[src/rtl/cfgp_pkg.sv]
package cfgp_pkg;
  typedef enum logic [1:0] {
    FK_NONE = 2'd0,
    FK_CFG  = 2'd1,
    FK_R    = 2'd2,
    FK_A    = 2'd3
  } frame_kind_e;

  typedef enum logic [1:0] {
    WS_CFG = 2'd0,
    WS_R   = 2'd1,
    WS_A0  = 2'd2,
    WS_A1  = 2'd3
  } wr_sel_e;
endpackage

[src/rtl/cfgp_sync.sv]
module cfgp_sync #(
  parameter int W = 1,
  parameter logic [W-1:0] INIT = '0
) (
  input  logic         clk,
  input  logic         rst_n,
  input  logic [W-1:0] d,
  output logic [W-1:0] q
);
  logic [W-1:0] meta;

  always_ff @(posedge clk or negedge rst_n) begin
    if (!rst_n) begin
      meta <= INIT;
      q    <= INIT;
    end else begin
      meta <= d;
      q    <= meta;
    end
  end
endmodule

[src/rtl/cfgp_frontend.sv]
module cfgp_frontend
  import cfgp_pkg::*;
#(
  parameter int CFG_W = 8,
  parameter int R_W   = 16,
  parameter int A_W   = 24,
  parameter int CW    = $clog2(A_W + 2)
) (
  input  logic           clk,
  input  logic           rst_n,
  input  logic           sclk_s,
  input  logic           en_n_s,
  input  logic           sdi_s,
  output logic [A_W-1:0] shreg,
  output logic [CW-1:0]  bit_cnt,
  output frame_kind_e    kind,
  output logic           commit,
  output logic           sclk_rise,
  output logic           sclk_fall,
  output logic           insync,
  output logic           sdo
);
  localparam logic [CW-1:0] CNT_MAX = {CW{1'b1}};

  logic sclk_p, en_p;
  logic en_rise, en_edge;

  always_ff @(posedge clk or negedge rst_n) begin
    if (!rst_n) begin
      sclk_p <= 1'b0;
      en_p   <= 1'b1;
    end else begin
      sclk_p <= sclk_s;
      en_p   <= en_n_s;
    end
  end

  assign sclk_rise = sclk_s & ~sclk_p;
  assign sclk_fall = ~sclk_s & sclk_p;
  assign en_rise   = en_n_s & ~en_p;
  assign en_edge   = en_n_s ^ en_p;

  // enable moving while serial clock is high breaks framing
  always_ff @(posedge clk or negedge rst_n) begin
    if (!rst_n)                 insync <= 1'b1;
    else if (en_edge && sclk_s) insync <= 1'b0;
    else if (en_n_s && !sclk_s) insync <= 1'b1;
  end

  assign commit = en_rise & insync & ~sclk_s;

  always_ff @(posedge clk or negedge rst_n) begin
    if (!rst_n) begin
      shreg   <= '0;
      bit_cnt <= '0;
    end else if (en_n_s) begin
      shreg   <= '0;
      bit_cnt <= '0;
    end else if (sclk_rise && insync) begin
      shreg <= {shreg[A_W-2:0], sdi_s};
      if (bit_cnt != CNT_MAX) bit_cnt <= bit_cnt + 1'b1;
    end
  end

  always_ff @(posedge clk or negedge rst_n) begin
    if (!rst_n)         sdo <= 1'b0;
    else if (sclk_fall) sdo <= shreg[A_W-1];
  end

  function automatic frame_kind_e decode_len(input logic [CW-1:0] n);
    if (n == CW'(CFG_W))    return FK_CFG;
    else if (n == CW'(R_W)) return FK_R;
    else if (n == CW'(A_W)) return FK_A;
    else                    return FK_NONE;
  endfunction

  assign kind = decode_len(bit_cnt);
endmodule

[src/rtl/cfgp_regs.sv]
module cfgp_regs
  import cfgp_pkg::*;
#(
  parameter int CFG_W  = 8,
  parameter int R_W    = 16,
  parameter int R_LO   = 13,
  parameter int A_W    = 24,
  parameter int ACNT_W = 8,
  parameter int NCH    = 2
) (
  input  logic                clk,
  input  logic                rst_n,
  input  logic                commit,
  input  frame_kind_e         kind,
  input  logic [A_W-1:0]      shreg,
  output logic [CFG_W-1:0]    cfg_q,
  output logic [R_W-R_LO-1:0] rmode_q,
  output logic [A_W-2:0]      a_q  [NCH],
  output logic [R_LO-1:0]     r2_q [NCH],
  output logic                nlta_err,
  output logic                wr_stb,
  output logic [1:0]          wr_sel
);
  localparam int AV_W = A_W - 1;

  logic [R_LO-1:0] r_stage;
  logic            steer;
  logic            wr_cfg, wr_r, wr_a;

  assign steer  = shreg[A_W-1];
  assign wr_cfg = commit && (kind == FK_CFG);
  assign wr_r   = commit && (kind == FK_R);
  assign wr_a   = commit && (kind == FK_A);

  function automatic logic n_below_a(input logic [AV_W-1:0] w);
    return w[AV_W-1:ACNT_W] < (AV_W-ACNT_W)'(w[ACNT_W-1:0]);
  endfunction

  function automatic logic [1:0] sel_code(input frame_kind_e k, input logic s);
    case (k)
      FK_CFG:  return WS_CFG;
      FK_R:    return WS_R;
      default: return s ? WS_A1 : WS_A0;
    endcase
  endfunction

  always_ff @(posedge clk or negedge rst_n) begin
    if (!rst_n) begin
      cfg_q   <= '0;
      rmode_q <= '0;
      r_stage <= '0;
    end else begin
      if (wr_cfg) cfg_q <= shreg[CFG_W-1:0];
      if (wr_r) begin
        rmode_q <= shreg[R_W-1:R_LO];
        r_stage <= shreg[R_LO-1:0];
      end
    end
  end

  for (genvar c = 0; c < NCH; c++) begin : g_ch
    always_ff @(posedge clk or negedge rst_n) begin
      if (!rst_n) begin
        a_q[c]  <= '0;
        r2_q[c] <= '0;
      end else if (wr_a && (32'(steer) == c)) begin
        a_q[c]  <= shreg[AV_W-1:0];
        r2_q[c] <= r_stage;
      end
    end
  end

  always_ff @(posedge clk or negedge rst_n) begin
    if (!rst_n) begin
      nlta_err <= 1'b0;
      wr_stb   <= 1'b0;
      wr_sel   <= 2'd0;
    end else begin
      if (wr_a && n_below_a(shreg[AV_W-1:0])) nlta_err <= 1'b1;
      wr_stb <= commit && (kind != FK_NONE);
      if (commit && (kind != FK_NONE)) wr_sel <= sel_code(kind, steer);
    end
  end
endmodule

[src/rtl/serial_cfg_port.sv]
module serial_cfg_port
  import cfgp_pkg::*;
#(
  parameter int CFG_W  = 8,
  parameter int R_W    = 16,
  parameter int R_LO   = 13,
  parameter int A_W    = 24,
  parameter int ACNT_W = 8
) (
  input  logic                clk,
  input  logic                rst_n,
  input  logic                sclk_in,
  input  logic                sen_n_in,
  input  logic                sdi_in,
  output logic                sdo,
  output logic [CFG_W-1:0]    cfg_q,
  output logic [R_W-R_LO-1:0] rmode_q,
  output logic [A_W-2:0]      ch0_a_q,
  output logic [A_W-2:0]      ch1_a_q,
  output logic [R_LO-1:0]     ch0_r_q,
  output logic [R_LO-1:0]     ch1_r_q,
  output logic                nlta_err,
  output logic                wr_stb,
  output logic [1:0]          wr_sel
);
  localparam int CW  = $clog2(A_W + 2);
  localparam int NCH = 2;

  logic [2:0]      pins_s;
  logic            sclk_s, en_n_s, sdi_s;
  logic [A_W-1:0]  shreg;
  logic [CW-1:0]   bit_cnt;
  frame_kind_e     kind;
  logic            commit, sclk_rise, sclk_fall, insync;
  logic [A_W-2:0]  a_q  [NCH];
  logic [R_LO-1:0] r2_q [NCH];

  cfgp_sync #(.W(3), .INIT(3'b010)) u_sync (
    .clk(clk), .rst_n(rst_n),
    .d({sclk_in, sen_n_in, sdi_in}), .q(pins_s)
  );
  assign {sclk_s, en_n_s, sdi_s} = pins_s;

  cfgp_frontend #(.CFG_W(CFG_W), .R_W(R_W), .A_W(A_W), .CW(CW)) u_fe (
    .clk(clk), .rst_n(rst_n), .sclk_s(sclk_s), .en_n_s(en_n_s), .sdi_s(sdi_s),
    .shreg(shreg), .bit_cnt(bit_cnt), .kind(kind), .commit(commit),
    .sclk_rise(sclk_rise), .sclk_fall(sclk_fall), .insync(insync), .sdo(sdo)
  );

  cfgp_regs #(.CFG_W(CFG_W), .R_W(R_W), .R_LO(R_LO), .A_W(A_W),
              .ACNT_W(ACNT_W), .NCH(NCH)) u_regs (
    .clk(clk), .rst_n(rst_n), .commit(commit), .kind(kind), .shreg(shreg),
    .cfg_q(cfg_q), .rmode_q(rmode_q), .a_q(a_q), .r2_q(r2_q),
    .nlta_err(nlta_err), .wr_stb(wr_stb), .wr_sel(wr_sel)
  );

  assign ch0_a_q = a_q[0];
  assign ch1_a_q = a_q[1];
  assign ch0_r_q = r2_q[0];
  assign ch1_r_q = r2_q[1];
endmodule

[config.mk]
export PLATFORM = sky130hd
export DESIGN_NAME = serial_cfg_port
export DESIGN_NICKNAME = d
export VERILOG_FILES = /design/src/rtl/cfgp_pkg.sv /design/src/rtl/cfgp_sync.sv /design/src/rtl/cfgp_frontend.sv /design/src/rtl/cfgp_regs.sv /design/src/rtl/serial_cfg_port.sv
export SDC_FILE = /design/constraint.sdc
export NUM_CORES = 1
export LEC_CHECK = 0
export BUFFER_PORTS_ARGS = -buffer_cell sky130_fd_sc_hd__buf_4
export CAP_MARGIN = 0
export CORE_MARGIN = 8
export CORE_UTILIZATION = 50
export DETAILED_ROUTE_END_ITERATION = 6
export PLACE_DENSITY = 0.73
export SYNTH_ARGS = -nofsm -noshare
export SYNTH_HDL_FRONTEND = slang
export SYNTH_SLANG_ARGS = --single-unit
[constraint.sdc]
create_clock -name clk -period 3.9 [get_ports clk]
set_input_delay 0.39 -clock clk [delete_from_list [all_inputs] [get_ports clk]]
set_output_delay 0.39 -clock clk [all_outputs]
set_load 0.05 [all_outputs]
==> reports/metrics.cfg <==
[clock_tree]
clockBufferDepth = 2
cts_tree = done
root_buffer = clkbuf_8
clk_latency_ns = 0.52
numCtsBuffers = 17
clk_pin_slew_worst_paths_ns = 0.06
clock-sinks = 139
clock_tree.htree_level_count = 4

[sta]
slew_viol_final = 0
tns_ns = 0
fin_crit_ns = 2.825
finalSetupViolations = 0
rsz0062_at_grt = no
max_slew.worst_pin.slew_ns = 0.9578
hold_viol_final = 0
relSlewSlack = 0.3614
fmax_mhz = 354.0
fin_crit_sh = 0.7242
skew_ns = 0.009292
fin_ws_ns = 1.075

[synth]
ys_ff_latch = 139
synth_area_leader_cell = dfrtp_1
yosys-top-cells-count = dfrtp_1, mux2_2, nand2_1
syn-cell-area_um2 = 5593
synth-main-ff-cell = dfrtp_1
yosysSeqAreaShare = 0.6228
synth_nets = 415
ys_types = 36
synth_edf_count = 0
yosysWarnings = 0
synth_most_common_cell = dfrtp_1
synthCells = 399
async_flop_share = 1.000
synth_top_cells_by_area = dfrtp_1, mux2_2, nand2_1, mux2_4, a21oi_1
synth.avg_cell_area_um2 = 14.02
netlist.area_leader.share = 0.6040

[critical_path]
r2r_start = u_sync.q[1]
cpMostUsedCell = buf_4
critPathSlowestCell = dfstp_2
reg2reg_slack_ns = 1.08
crit_path_end_kind = flop
worst-setup-path-type = reg2reg
critical_path_arrival_ns = 3.23
crit_path_max_fanout = 32
crit_path_start_kind = flop
timing.rr.end = u_regs.a_q[30]
slowest_delay_ns = 0.51
critPathRequiredTime_ns = 4.30
crit_chain = buf_4, ha_1, and4_1, and2_4, nor2b_4, buf_4, mux2_2
worstRegToRegCells = 7

[route]
drc = 0
vias = 3406
drt-wirelength-per-cell_um = 17.08
drt_iter0_markers = 217
dr.pass1.iters = 4
via_per_inst = 5.224
drt-total-wl_mm = 11.14
ant_nets = 0

[layout]
fillers = 820
fin_nets = 515
antenna_cells = 0
drive_above_1_share = 0.4629
syn_to_final_growth_pct = 23.89

[global_routing]
grt_pass1_vias = 3583
grt_use_total = 0.1611
grt-ovfl-total = 0
grt_max_degree = 111
grt_pass1_wl_mm = 18.86
antenna_found_initial = 0

[worst_hold_path]
min_path_type = in2async

[floorplan]
fp.dieH_um = 121.8
fp-row-count = 38
initial_core_util = 0.5137
core_um2 = 10890
die_width_um = 121.8
dieArea_um2 = 14830
io_pins = 93

[pwr]
peakVddDrop_v = 0.0002850
power_density_nw_per_um2 = 440.2
p_leak_nw = 3.535

[placement]
hpwlAfterDp_mm = 7.470
gp_congestion = 0.7496
portBuffers = 92
pre_cts_ws_ns = 1.051

[run]
cap_violations = 0

[run_status]
outcome = completed

==> through the flow <==
stage / instances / hold slack (ns) / power [mW] / util / cell area [µm²]
after global routing: 652 / 0.08068 / 3.157 / 0.6364 / 6929
after floorplan: 399 / 0.09441 / 1.507 / - / 5593
final: 652 / 0.002169 / 3.050 / 0.6364 / 6929
after CTS: 652 / 0.03287 / 3.087 / 0.6364 / 6929
after global placement: 617 / 0.3382 / 1.545 / 0.5806 / 6321
after detailed placement: 617 / 0.3379 / 1.548 / 0.5806 / 6321
==> final cells by class <==
type / instances / area (µm²) / share of cell area
Sequential cell: 139 / 3483 / 0.5027
Clock buffer: 21 / 469.2 / 0.06771
Tap cell: 140 / 175.2 / 0.02528
Clock inverter: 11 / 108.9 / 0.01571
Multi-Input combinational cell: 231 / 1897 / 0.2737
Timing Repair Buffer: 99 / 754.5 / 0.1089
Inverter: 11 / 41.29 / 0.005959
==> worst max-delay path by stage <==
stage | end | cells past startpoint | start
finish | u_regs.a_q[30] | 7 | u_sync.q[1]
global route | u_regs.a_q[30] | 7 | u_sync.q[1]
CTS | u_regs.a_q[30] | 7 | u_sync.q[1]
detailed placement | u_regs.r2_q[19] | 7 | u_sync.q[1]
global placement | u_regs.a_q[26] | 7 | u_sync.q[1]
floorplan | u_regs.a_q[37] | 7 | u_sync.q[1]
==> critical path: cells and delay by family (launching register included) <==
family / cells / cell delay [ns]
adder cells (fa/ha/maj): 1 / 0.23
buffers and inverters: 2 / 0.71
flip-flops: 1 / 0.51
multiplexers: 1 / 0.39
AND/OR/NAND/NOR: 3 / 0.84
==> where the power goes <==
part,internal [mW],switching (mW)
combinational,0.0146,0.0482
sequential,1.45,0.00708
clock,0.920,0.609
total,2.39,0.664
==> sequential cells by signal, indices dropped and copies added (netlist names) <==
signal and cells:
u_fe.sclk_p 1, u_regs.r_stage 13, u_fe.en_p 1, u_sync.meta 3
u_regs.a_q 46, u_regs.cfg_q 8, u_fe.sdo 1, u_regs.wr_sel 2
u_regs.wr_stb 1, u_sync.q 3, u_regs.r2_q 26, u_fe.bit_cnt 5
u_regs.rmode_q 3, u_fe.shreg 24, u_regs.nlta_err 1, u_fe.insync 1
==> logic make-up (layout without fill, tap and decap cells) <==
kind of cell | after synthesis | in the layout | synth area share
fa+ha+maj | 11 | 11 | 0.02461
mux | 97 | 97 | 0.2040
xor+xnor | 3 | 3 | 0.004699
compound gates | 39 | 39 | 0.03669
buf+inv | 29 | 142 | 0.03803
flops | 139 | 139 | 0.6228
simple gates | 81 | 81 | 0.06913
==> per-layer routing <==
metal	track usage	share of wire	up-vias
met5	0	0	-
met4	0.05551	0.012	0
met3	0.05090	0.057	16
met2	0.2573	0.49	77
met1	0.2033	0.44	1742
li1	-	-	1571
==> timing repair <==
item / 4_1_cts / 5_1_grt
hold buffers: 3 / 0
endpoints found under the hold margin: 3 / 0
setup buffers: 0 / 0
resized for setup: 0 / 0
==> layout by cell type, fill, tap and decap left out, types with 3 or more instances in the layout <==
cell	netlist	routed
and3_1	3	3
nor2_1	5	5
nand2_1	57	57
clkbuf_16	0	16
a21oi_1	30	30
buf_4	0	95
clkinvlp_4	0	4
o21ai_0	5	5
inv_6	0	3
ha_1	11	11
dfrtp_1	135	135
clkbuf_8	2	5
mux2_2	84	84
dlygate4sd3_1	0	3
mux2_4	13	13
dfstp_2	4	4
inv_1	11	11
(Power assumes the default switching activity.)
